## src/rtl/cmdseq_pkg.sv

```systemverilog
package cmdseq_pkg;

    typedef enum logic [2:0] {
        SEQ_IDLE = 3'd0,
        SEQ_INIT = 3'd1,
        SEQ_BOOT = 3'd2,
        SEQ_TOKL = 3'd3,
        SEQ_TOKH = 3'd4
    } seq_state_e;

    typedef struct packed {
        logic drive;
        logic level;
        logic odrain;
    } line_t;

    localparam line_t LINE_RELEASED = '{drive: 1'b0, level: 1'b1, odrain: 1'b0};

    function automatic int unsigned max_u(input int unsigned a, input int unsigned b);
        return (a > b) ? a : b;
    endfunction

    function automatic logic is_token(input seq_state_e st);
        return (st == SEQ_TOKL) || (st == SEQ_TOKH);
    endfunction

    function automatic line_t line_for(input seq_state_e st, input logic od);
        line_t l;
        l = LINE_RELEASED;
        case (st)
            SEQ_INIT: begin
                l.drive = 1'b1;
                l.level = 1'b1;
            end
            SEQ_BOOT: begin
                l.drive = 1'b1;
                l.level = 1'b0;
            end
            SEQ_TOKL: begin
                l.drive  = 1'b1;
                l.level  = 1'b0;
                l.odrain = od;
            end
            SEQ_TOKH: begin
                l.drive  = ~od;
                l.level  = 1'b1;
                l.odrain = od;
            end
            default: l = LINE_RELEASED;
        endcase
        return l;
    endfunction

endpackage

```

## src/rtl/cmdseq_trigcap.sv

```systemverilog
module cmdseq_trigcap #(
    parameter int ARG_W = 32
) (
    input  logic             clk,
    input  logic             rst,
    input  logic             trig,
    input  logic [ARG_W-1:0] arg,
    input  logic             idle,
    input  logic             consume,
    output logic             pend,
    output logic             arg_zero
);

    always_ff @(posedge clk) begin
        if (rst) begin
            pend     <= 1'b0;
            arg_zero <= 1'b0;
        end else if (trig && idle) begin
            pend     <= 1'b1;
            arg_zero <= (arg == '0);
        end else if (consume) begin
            pend     <= 1'b0;
        end
    end

endmodule

```

## src/rtl/cmdseq_tickcnt.sv

```systemverilog
module cmdseq_tickcnt #(
    parameter int W = 7
) (
    input  logic         clk,
    input  logic         rst,
    input  logic         load,
    input  logic [W-1:0] load_val,
    input  logic         dec,
    output logic         zero
);

    logic [W-1:0] cnt_q;

    always_ff @(posedge clk) begin
        if (rst) begin
            cnt_q <= '0;
        end else if (load) begin
            cnt_q <= load_val;
        end else if (dec && (cnt_q != '0)) begin
            cnt_q <= cnt_q - 1'b1;
        end
    end

    assign zero = (cnt_q == '0);

endmodule

```

## src/rtl/cmdseq_ctrl.sv

```systemverilog
module cmdseq_ctrl
    import cmdseq_pkg::*;
#(
    parameter int CNT_W    = 7,
    parameter int INIT_LEN = 80,
    parameter int TOKL_LEN = 47
) (
    input  logic             clk,
    input  logic             rst,
    input  logic             tick,
    input  logic             init_req,
    input  logic             boot_force,
    input  logic             ceata_mode,
    input  logic             host_resp,
    input  logic             pend,
    input  logic             arg_zero,
    input  logic             cnt_zero,
    output seq_state_e       state,
    output logic             cnt_load,
    output logic [CNT_W-1:0] cnt_val,
    output logic             cnt_dec,
    output logic             consume,
    output logic             done,
    output logic             abort
);

    localparam logic [CNT_W-1:0] INIT_LOAD = CNT_W'(INIT_LEN - 1);
    localparam logic [CNT_W-1:0] TOKL_LOAD = CNT_W'(TOKL_LEN - 1);

    seq_state_e state_n;
    logic       armed_q;
    logic       start_init;
    logic       fin_done;
    logic       fin_abort;
    logic       token_ok;

    assign token_ok = ceata_mode && host_resp && arg_zero;

    always_comb begin
        state_n    = state;
        cnt_load   = 1'b0;
        cnt_val    = '0;
        cnt_dec    = 1'b0;
        consume    = 1'b0;
        start_init = 1'b0;
        fin_done   = 1'b0;
        fin_abort  = 1'b0;
        if (tick) begin
            case (state)
                SEQ_IDLE: begin
                    if (pend) begin
                        consume = 1'b1;
                        if (boot_force) begin
                            state_n = SEQ_BOOT;
                        end else if (token_ok) begin
                            state_n  = SEQ_TOKL;
                            cnt_load = 1'b1;
                            cnt_val  = TOKL_LOAD;
                        end
                    end else if (init_req && armed_q) begin
                        state_n    = SEQ_INIT;
                        cnt_load   = 1'b1;
                        cnt_val    = INIT_LOAD;
                        start_init = 1'b1;
                    end
                end
                SEQ_INIT: begin
                    if (cnt_zero) begin
                        state_n  = SEQ_IDLE;
                        fin_done = 1'b1;
                    end else begin
                        cnt_dec = 1'b1;
                    end
                end
                SEQ_BOOT: begin
                    if (!boot_force) begin
                        state_n   = SEQ_IDLE;
                        fin_abort = 1'b1;
                    end
                end
                SEQ_TOKL: begin
                    if (cnt_zero) begin
                        state_n = SEQ_TOKH;
                    end else begin
                        cnt_dec = 1'b1;
                    end
                end
                SEQ_TOKH: begin
                    state_n  = SEQ_IDLE;
                    fin_done = 1'b1;
                end
                default: state_n = SEQ_IDLE;
            endcase
        end
    end

    always_ff @(posedge clk) begin
        if (rst) begin
            state   <= SEQ_IDLE;
            armed_q <= 1'b1;
            done    <= 1'b0;
            abort   <= 1'b0;
        end else begin
            state <= state_n;
            done  <= fin_done;
            abort <= fin_abort;
            if (start_init) begin
                armed_q <= 1'b0;
            end else if (!init_req) begin
                armed_q <= 1'b1;
            end
        end
    end

endmodule

```

## src/rtl/cmdseq_linedrv.sv

```systemverilog
module cmdseq_linedrv
    import cmdseq_pkg::*;
(
    input  seq_state_e state,
    input  logic       od_mode,
    output logic       cmd_o,
    output logic       cmd_oe,
    output logic       cmd_od,
    output logic       busy
);

    line_t line;

    always_comb begin
        line   = line_for(state, od_mode);
        cmd_o  = line.level;
        cmd_oe = line.drive;
        cmd_od = line.odrain;
        busy   = (state != SEQ_IDLE);
    end

endmodule

```

## src/rtl/cmdseq_gen.sv

```systemverilog
module cmdseq_gen
    import cmdseq_pkg::*;
#(
    parameter int ARG_W    = 32,
    parameter int INIT_LEN = 80,
    parameter int TOKL_LEN = 47
) (
    input  logic             clk,
    input  logic             rst,
    input  logic             clk_en,
    input  logic             init_req,
    input  logic             boot_force,
    input  logic             ceata_mode,
    input  logic             host_resp,
    input  logic             od_mode,
    input  logic             cmd_trig,
    input  logic [ARG_W-1:0] cmd_arg,
    output logic             cmd_o,
    output logic             cmd_oe,
    output logic             cmd_od,
    output logic             busy,
    output logic             done,
    output logic             abort
);

    localparam int MAX_LEN = int'(max_u(INIT_LEN, TOKL_LEN));
    localparam int CNT_W   = (MAX_LEN > 2) ? $clog2(MAX_LEN) : 1;

    seq_state_e       state;
    logic             pend;
    logic             arg_zero;
    logic             consume;
    logic             cnt_load;
    logic [CNT_W-1:0] cnt_val;
    logic             cnt_dec;
    logic             cnt_zero;

    cmdseq_trigcap #(.ARG_W(ARG_W)) u_trig (
        .clk      (clk),
        .rst      (rst),
        .trig     (cmd_trig),
        .arg      (cmd_arg),
        .idle     (state == SEQ_IDLE),
        .consume  (consume),
        .pend     (pend),
        .arg_zero (arg_zero)
    );

    cmdseq_tickcnt #(.W(CNT_W)) u_cnt (
        .clk      (clk),
        .rst      (rst),
        .load     (cnt_load),
        .load_val (cnt_val),
        .dec      (cnt_dec),
        .zero     (cnt_zero)
    );

    cmdseq_ctrl #(
        .CNT_W    (CNT_W),
        .INIT_LEN (INIT_LEN),
        .TOKL_LEN (TOKL_LEN)
    ) u_ctrl (
        .clk        (clk),
        .rst        (rst),
        .tick       (clk_en),
        .init_req   (init_req),
        .boot_force (boot_force),
        .ceata_mode (ceata_mode),
        .host_resp  (host_resp),
        .pend       (pend),
        .arg_zero   (arg_zero),
        .cnt_zero   (cnt_zero),
        .state      (state),
        .cnt_load   (cnt_load),
        .cnt_val    (cnt_val),
        .cnt_dec    (cnt_dec),
        .consume    (consume),
        .done       (done),
        .abort      (abort)
    );

    cmdseq_linedrv u_drv (
        .state   (state),
        .od_mode (od_mode),
        .cmd_o   (cmd_o),
        .cmd_oe  (cmd_oe),
        .cmd_od  (cmd_od),
        .busy    (busy)
    );

endmodule

```

## config.mk

```make
export PLATFORM = sky130hd
export DESIGN_NAME = cmdseq_gen
export DESIGN_NICKNAME = d
export VERILOG_FILES = /design/src/rtl/cmdseq_pkg.sv /design/src/rtl/cmdseq_trigcap.sv /design/src/rtl/cmdseq_tickcnt.sv /design/src/rtl/cmdseq_ctrl.sv /design/src/rtl/cmdseq_linedrv.sv /design/src/rtl/cmdseq_gen.sv
export SDC_FILE = /design/constraint.sdc
export NUM_CORES = 1
export LEC_CHECK = 0
export BUFFER_PORTS_ARGS = -buffer_cell sky130_fd_sc_hd__buf_2
export CAP_MARGIN = 20
export CORE_ASPECT_RATIO = 0.7
export CORE_UTILIZATION = 40
export DETAILED_ROUTE_END_ITERATION = 6
export PLACE_DENSITY = 0.8
export SLEW_MARGIN = 20
export SYNTH_ARGS = -nofsm -noshare
export SYNTH_HDL_FRONTEND = slang
export SYNTH_SLANG_ARGS = --single-unit
```

## constraint.sdc

```tcl
create_clock -name clk -period 1.75 [get_ports clk]
set_input_delay 0 -clock clk [delete_from_list [all_inputs] [get_ports clk]]
set_output_delay 0 -clock clk [all_outputs]
set_load 0.03 [all_outputs]
```

Yosys cells after proc, flatten, opt, wreduce, memory -nomap -nowiden
Index checks and enable logic that the tools add are counted.
{ "word_totals": {"regBits": 15, "out_inout_bits": 6} }
{ "classes": {"addsub": 1, "eq_ne": 10, "n_mux": 40, "bitwise_logic": 3, "n_reduce_logical": 18} }
{ "op_table": {"columns": ["operator", "count"], "rows": [
  ["7-bit two-way mux", 7],
  ["32-bit zero test", 1],
  ["1-bit two-way mux", 22],
  ["3-bit two-way mux", 7],
  ["3-bit case mux with 4 select lines", 1],
  ["2-bit OR reduction", 4],
  ["7-bit zero test", 1],
  ["7-bit nonzero test", 1],
  ["7-bit by 1-bit subtractor with 7-bit output (second input constant)", 1],
  ["3-bit by 2-bit == test with 1-bit output (second input constant)", 2],
  ["6-bit two-way mux", 1],
  ["2-bit != test (second input constant)", 3],
  ["2-bit case mux with 3 select lines", 1],
  ["6-bit AND reduction", 1],
  ["1-bit logical AND", 5],
  ["4-bit by 3-bit != test with 1-bit output (second input constant)", 1],
  ["2-bit nonzero test", 2],
  ["3-bit by 1-bit == test with 1-bit output (second input constant)", 1],
  ["3-bit == test (second input constant)", 1],
  ["3-bit zero test", 1],
  ["3-bit by 2-bit != test with 1-bit output (second input constant)", 1],
  ["1-bit inverter", 3],
  ["3-bit nonzero test", 1],
  ["3-bit OR reduction", 1],
  ["2 further kinds", 2]
]} }

Longest topological paths before layout
Gate-level depths: netlist of the first run.
{ "logic_depth": {"word_depth": 8, "depth_mapped": 7} }

Modules after synthesis
A second synthesis of the first run with hierarchy kept.
{ "hier_totals": {"cells_unflattened": 126, "area_unflattened_um2": 1054.8} }
{ "modules_own_cells": {"columns": ["module", "instances", "cells_per_inst", "area_each_um2", "seq_area_each_um2"], "rows": [
  ["cmdseq_ctrl", 1, 51, 429.2, 120.1],
  ["cmdseq_tickcnt", 1, 48, 419.2, 140.1],
  ["cmdseq_trigcap", 1, 18, 143.9, 40.0],
  ["cmdseq_linedrv", 1, 8, 52.6, 0.0],
  ["cmdseq_gen", 1, 1, 10.0, 0.0]
]} }

Least setup slack after synthesis of the first run
Ideal clock, no wire load.
{ "synth_timing": {"kind": "register -> register", "start": "register u_cnt.cnt_q[0]", "end": "register u_cnt.cnt_q[4]", "arrival_time_ns": 1.627, "required_ns": 1.680, "path_slack_ns": 0.053, "stages_incl_launch_ff": 8, "period_less_slack_ns": 1.697, "cell_sequence": "dfxtp_1 -> inv_1 -> ha_1 -> or3b_1 -> o21a_2 -> a31oi_2 -> or4_1 -> a21oi_1"} }
{ "synth_via": {"elab_chain_len": 6} }
{ "synth_lines": {"columns": ["element", "line", "rtl"], "rows": [
  ["start, declared", "cmdseq_tickcnt.sv:12", "logic [W-1:0] cnt_q;"],
  ["start signal, assigned", "cmdseq_tickcnt.sv:18", "cnt_q <= load_val;"],
  ["start signal, assigned", "cmdseq_tickcnt.sv:20", "cnt_q <= cnt_q - 1'b1;"],
  ["parallel branches: the longest is 6 deep, another holds 7-bit by 1-bit subtractor with 7-bit output", null, null]
]} }
Parallel ways; which one is timed is not known. The select of a mux whose other input is x is not followed.
A chain may end at the register's enable or synchronous reset.

Worst setup path after layout of the first run
{ "layout_timing": {"start": "register u_cnt.cnt_q[0]", "end": "register u_ctrl.state[1]"} }
{ "layout_via": {"elab_chain_len": 3} }
{ "layout_lines": {"columns": ["element", "line", "rtl"], "rows": [
  ["7-bit zero test *", "cmdseq_tickcnt.sv:24", "assign zero = (cnt_q == '0);"],
  ["2-bit != test (no line)", null, null],
  ["6-bit AND reduction (no line) *", null, null],
  ["end signal, assigned", "cmdseq_ctrl.sv:104", "state <= state_n;"],
  ["end, declared", "cmdseq_ctrl.sv:18", "output seq_state_e state,"]
]} }
Mark *: on every way between the ends. The rest lies on a longest branch, timed or not.

==> impl_metrics.ini, run 1 <==
[yosys]
synth_cell_types = 41
async_reset_ff_share_pct = 0
ys_warn_count = 0
yosysSeqAreaShare_pct = 32.2
syn_avg_cell_area_sq_um = 8.32
ys.flop_type = dfxtp_1
synth_seq_cells = 15
synth_nets = 155
synthCells = 112
syn_area_sq_um = 932
synth_edf_count = 0

[timing]
hold_viol_final = 1
slew_headroom_pct = 70.2
timing.final.crit_share_pct = 97.9
drv_slew = 0
tightest_slew_ps = 444
post-route-min-period_ps = 1710
rsz0062_at_grt = true
setup_viol = 0
final.setup_skew_ps = 8.75
setup_ws_ps = 37.0
tns_ps = 0
holdWs_ps = -1.79
timing.fmax_mhz = 584

[grt]
met2_usage_pct = 36.9
grt_util_met1_pct = 27.2
grt_overflow = 0
grt_usage_pct = 21.4
grt_use_met3_pct = 4.01
grt_pass1_vias = 993
grt_pass1_wl_mm = 4.17
antenna_found_initial = 0
busiest_layer = met2
grt_max_degree = 16

[status]
violations = negative hold slack
outcome = complete, but fails checks

[cells_and_area]
nets = 211
area_growth_pct = 40.5
drive_gt1_share_pct = 44.9
final_cells = 199
n_antenna_cell = 0

[hold_path]
min_path_type = in2reg

[clock_network]
cts.sinks = 15
cts-root-buf = clkbuf_4
tritoncts = yes
clk_latency_ps = 280
cts_inserted_buffers = 3
cts.clk_slew.worst_paths_ps = 100
ctsLongestPathBuffers = 2
htreeDepth = 1

[setup_path]
critical_path_class = reg2reg
worstPathArrival_ps = 1940
startpoint_type = flop
end_kind = flop
cp_max_fo = 3
worstPathRequired_ps = 1970

[power_and_ir_drop]
p_leak_uw = 0.000560
power_density_nw_per_um2 = 729
ir_worst_vdd_uv = 261

[job]
drv_cap = 0

[place]
hpwl_mm = 1.98
gp_congestion = 0.789
place_ws_ps = -5.41
post-place-cells = 191
io_buffer_count = 46

[detailed_routing]
drtAntennaViolNets = 0
drt_first_iter_violations = 33
wl_per_cell_um = 13.0
drt_pass1_iterations = 4
wirelength_mm = 2.59
viasPerCell = 5.32
route.detailed.drc = 0
vias = 1059

[floorplanning]
die-area_sq_um = 2530
dieWidth_um = 59.7
start_util_pct = 42.9
num_rows = 14
coreArea_sq_um = 2170
ios = 47
die_y_um = 42.4
cell type report:
class                           count  area [sq um]
Fill cell                         199           862
Multi-Input combinational cell     89           614
Sequential cell                    15           305
Timing Repair Buffer               54           305
Tap cell                           32          40.0
Clock buffer                        4          26.3
Inverter                            5          18.8
power breakdown:
group          switching, uW  internal (uW)
logic                    180            169
clock network            115           88.3
registers               32.3            371
path summary, 6_finish.rpt:
check | to | slack [ps] | cells past startpoint | startpoint
min | u_trig.pend | -2 | 3 | cmd_trig
max reg2reg | u_ctrl.state[1] | 40 | 7 | u_cnt.cnt_q[0]
min reg2reg | u_trig.arg_zero | 500 | 2 | u_trig.arg_zero
max | u_ctrl.state[1] | 40 | 7 | u_cnt.cnt_q[0]
stage by stage:
stage	area [sq um]	util, %	power, uW
2_1_floorplan	932	-	601
4_1_cts	1260	58.2	917
3_3_place_gp	1220	56.1	692
3_5_place_dp	1220	56.1	705
6_report	1310	60.3	955
5_1_grt	1310	60.3	1010
synthesized netlist by cell type (3+ instances only):
| library cell | instances | area share [%] |
|---|---|---|
| nor3_1 | 5 | 2.7 |
| a21oi_1 | 11 | 5.9 |
| nor2_1 | 6 | 2.4 |
| dfxtp_1 | 15 | 32 |
| inv_1 | 5 | 2.0 |
| nand2b_1 | 3 | 2.0 |
| nand2_1 | 12 | 4.8 |
| nor4_1 | 10 | 6.7 |
| o21ai_0 | 3 | 1.6 |
timing repair:
action	CTS	global route
buffers inserted	0	3
cloned	0	0
resized for setup	2	10
hold buffers	1	0
setup endpoints to repair	1	10
endpoints found under the hold margin	1	0
pin swaps	2	3
layer usage:
layer / part of all wire [%] / wire, um
met2: 51 / 1320
met4: 0.73 / 19
met5: 0 / 0
met1: 43 / 1120
met3: 5.0 / 129
cells by family (layout without fill, tap and decap cells):
| logic type | count (synthesis) | after routing | share of synthesized area (%) |
|---|---|---|---|
| compound gates | 27 | 27 | 20.7 |
| xor+xnor | 4 | 4 | 3.76 |
| fa+ha+maj | 2 | 2 | 2.68 |
| buf+inv | 8 | 63 | 4.83 |
| flops | 15 | 15 | 32.2 |
| mux | 1 | 1 | 1.07 |
| simple gates | 55 | 55 | 34.8 |
worst max-delay path, cell delays in order (launching register included):
cell and delay [ps]:
dfxtp_2 340, inv_2 50, ha_1 140, or3b_4 410
o21ai_1 130, nor2_1 70, or3_1 380, a21oi_2 140
placed cells by master (no fill, tap or decap), types with 2 or more instances in the layout:
cell type,netlist,routed
buf_2,0,46
or2b_1,2,2
xor2_1,2,2
dfxtp_2,0,4
nor3_1,5,5
a21oi_1,11,9
nand3b_1,2,2
nor2_1,6,6
dfxtp_1,15,11
inv_2,0,2
buf_4,0,6
nand3_1,2,2
clkbuf_4,0,3
o21ai_0,3,3
ha_1,2,2
xnor2_1,2,2
a21oi_2,0,2
nand2b_1,3,3
nor4_1,10,10
or4_1,2,2
nand2_1,12,11
inv_1,5,3
nand4_1,2,2
o31ai_1,2,2
flip-flops by register name, indices dropped and copies added (netlist names):
name             count
u_trig.pend          1
u_ctrl.done          1
u_ctrl.armed_q       1
u_ctrl.state         3
u_trig.arg_zero      1
u_cnt.cnt_q          7
u_ctrl.abort         1
Power figures use the tool's default switching activity.
==> run 2: changes to the inputs <==
--- a/config.mk
+++ b/config.mk
@@ -8,10 +8,11 @@
 export BUFFER_PORTS_ARGS = -buffer_cell sky130_fd_sc_hd__buf_2
 export CAP_MARGIN = 20
 export CORE_ASPECT_RATIO = 0.7
-export CORE_UTILIZATION = 40
+export CORE_UTILIZATION = 42
 export DETAILED_ROUTE_END_ITERATION = 6
-export PLACE_DENSITY = 0.8
+export PLACE_DENSITY = 0.81
 export SLEW_MARGIN = 20
 export SYNTH_ARGS = -nofsm -noshare
 export SYNTH_HDL_FRONTEND = slang
+export SYNTH_HIERARCHICAL = 1
 export SYNTH_SLANG_ARGS = --single-unit
==> run 2 against run 1 <==
  * The run ends with negative setup slack left
  * Die area up 7.4%
  * Combinational power up 22%
  * Register-to-register slack worse by 300 ps
  * Total power up 6.5%
  * Worst hold slack better by 27 ps
  * Routed wire length up 39%
  * Sequential cell count unchanged
  * Design area up 24%
==> impl_metrics.ini, run 2 <==
[place]
place_ws_ps = -346
gp_congestion = 0.885
post-place-cells = 212
io_buffer_count = 46
hpwl_mm = 2.32

[power_and_ir_drop]
combPwrFrac_pct = 42.0
p_switching_uw = 353
switching_share_pct = 34.7
p_leak_uw = 0.000675
p_clk_share_pct = 20.3
power_uw = 1020
power_density_nw_per_um2 = 628
ir_worst_vdd_uv = 381
p_int_uw = 664
seq_power_share_pct = 37.7

[cells_and_area]
drive_gt1_share_pct = 55.4
final_cells = 225
n_antenna_cell = 0
area_growth_pct = 53.6
nets = 236
largest_reg_flops = 7
reg_top3 = u_cnt/cnt_q: 7 flops, u_ctrl/state: 3 flops
layout_commonest_cell = buf_2
final_cell_mix = buf_2, buf_4, dfxtp_1
top_register = u_cnt/cnt_q

[yosys]
synth.top_cell.area_share_pct = 28.5
synth_area_leaders = dfxtp_1, nor4_1, nand3b_1
yosys.area.top_type = dfxtp_1
synth_cell_types = 51
ys_warn_count = 6
synth_seq_cells = 15
yosysSeqAreaShare_pct = 28.5
synth_edf_count = 0
syn_area_sq_um = 1050
async_reset_ff_share_pct = 0
ys_top_cells_by_count = dfxtp_1, nor4_1, nand2_1, nor2_1, a21oi_1
ys.flop_type = dfxtp_1
yosysMostFrequentCell = dfxtp_1
syn_avg_cell_area_sq_um = 8.37
synthCells = 126
synth_nets = 168

[clock_network]
cts.clk_slew.worst_paths_ps = 100
clk_latency_ps = 290
tritoncts = yes
cts-root-buf = clkbuf_4
cts.sinks = 15
cts_inserted_buffers = 3
ctsLongestPathBuffers = 2
htreeDepth = 1

[timing]
post-route-min-period_ps = 2020
hold_viol_final = 0
drv_slew = 0
final.setup_skew_ps = 5.56
rsz0062_at_grt = true
tightest_slew_ps = 537
timing.final.crit_share_pct = 115
timing.fmax_mhz = 496
setup_viol = 7
setup_ws_ps = -266
slew_headroom_pct = 63.3
tns_ps = -946

[detailed_routing]
vias = 1278
viasPerCell = 5.68
wirelength_mm = 3.59
wl_per_cell_um = 16.0
drt_first_iter_violations = 90
drt_pass1_iterations = 4
drtAntennaViolNets = 0
route.detailed.drc = 0

[setup_path]
r2r_end = u_cnt/cnt_q[5]
cp_max_fo = 2
cp_slowest_stage_delay_ps = 420
worstPathRequired_ps = 1950
startpoint_type = flop
critical_path.cell_chain = inv_2, ha_4, nor4b_4, and2_4, nor3_4, or3b_4, nor4_2, nand2b_1, a311oi_2
r2r_slack_ps = -270
r2r_cells = 9
cpMaxStageDelayCell = or3b_4
critical_path_class = reg2reg
worstPathArrival_ps = 2220
r2r-start = u_cnt/cnt_q[1]
end_kind = flop

[status]
outcome = complete, but fails checks
violations = negative setup slack

[job]
drv_cap = 0

[grt]
grt_usage_pct = 27.9
grt_pass1_wl_mm = 5.45
grt_overflow = 0
grt_max_degree = 17
grt_pass1_vias = 1156
antenna_found_initial = 0

[floorplanning]
die-area_sq_um = 2720
num_rows = 14
die_y_um = 43.9
dieWidth_um = 61.9
ios = 47
coreArea_sq_um = 2260
start_util_pct = 46.7

[hold_path]
hold_depth = 4
hold_start = cmd_arg[24]
min_path_type = in2reg
hold_end = u_trig/arg_zero
## run 2: cell types whose count changed in the layout (fill, tap and decap cells not counted), moves of 3 or more
cell      before  now
or4_4          0    3
nor4_1        10    7
nand3b_1       2    6
a21oi_1        9    6
nand2_1       11    7
nor3_1         5    1
buf_4          6   21
## run 2: through the flow
stage                     instance area [sq um]  util (%)  hold slack (ps)
final                                      1620      71.7             25.2
after global routing                       1620      71.7             17.5
after CTS                                  1550      68.4             7.08
after detailed placement                   1430      63.3              212
after global placement                     1430      63.3              208
after floorplan                            1100         -             69.1
## run 2: cell type report
type | instances | area, sq um
fill | 164 | 639
tap | 32 | 40.0
clock buffer | 3 | 22.5
inverter | 5 | 18.8
multi-input combinational | 98 | 795
clock inverter | 1 | 5.00
timing repair buffer | 71 | 435
sequential | 15 | 304
## run 2: worst max-delay path by stage
stage                              start              to
after floorplan           u_cnt/cnt_q[0]  u_cnt/cnt_q[5]
after global placement    u_cnt/cnt_q[1]  u_cnt/cnt_q[5]
after detailed placement  u_cnt/cnt_q[1]  u_cnt/cnt_q[5]
after CTS                 u_cnt/cnt_q[1]  u_cnt/cnt_q[5]
after global routing      u_cnt/cnt_q[1]  u_cnt/cnt_q[3]
final                     u_cnt/cnt_q[1]  u_cnt/cnt_q[5]
## run 2: critical path, delay by kind of cell, from the launching register on
kind | cells | cell delay [ps]
DFF | 1 | 350
buffers and inverters | 1 | 60
adders and majority gates | 1 | 150
and+or+nand+nor | 6 | 1150
AOI/OAI and AO/OA | 1 | 220
## run 2: cell families (layout without fill, tap and decap cells)
kind of cell	Yosys count	count (layout)	synth area share [%]
flops	15	15	28.5
other cells	1	1	0.356
fa+ha+maj	1	1	1.19
simple gates	66	66	41.2
mux	2	2	2.02
compound gates	27	27	18.7
buf+inv	13	80	7.24
xor+xnor	1	1	0.831
## run 2: what timing repair did
item,CTS,global route
resized for setup,10,11
setup endpoints to repair,7,11
pin swaps,9,5
buffers inserted,7,2
hold buffers,1,2
endpoints found under the hold margin,1,1
## run 2: layer usage
metal / up-vias / track usage [%] / part of all wire [%]
li1: 608 / - / -
met5: - / 0 / 0
met2: 66 / 41.7 / 49
met4: 0 / 12.9 / 3.5
met1: 588 / 37.6 / 40
met3: 16 / 6.87 / 7.6
## run 2: power groups by stage
stage	Clock [uW]	Combinational (uW)	Sequential, uW
after floorplan	0	191	396
after global placement	0	317	389
after detailed placement	0	333	390
after CTS	213	368	382
after global routing	232	453	386
final	207	427	383
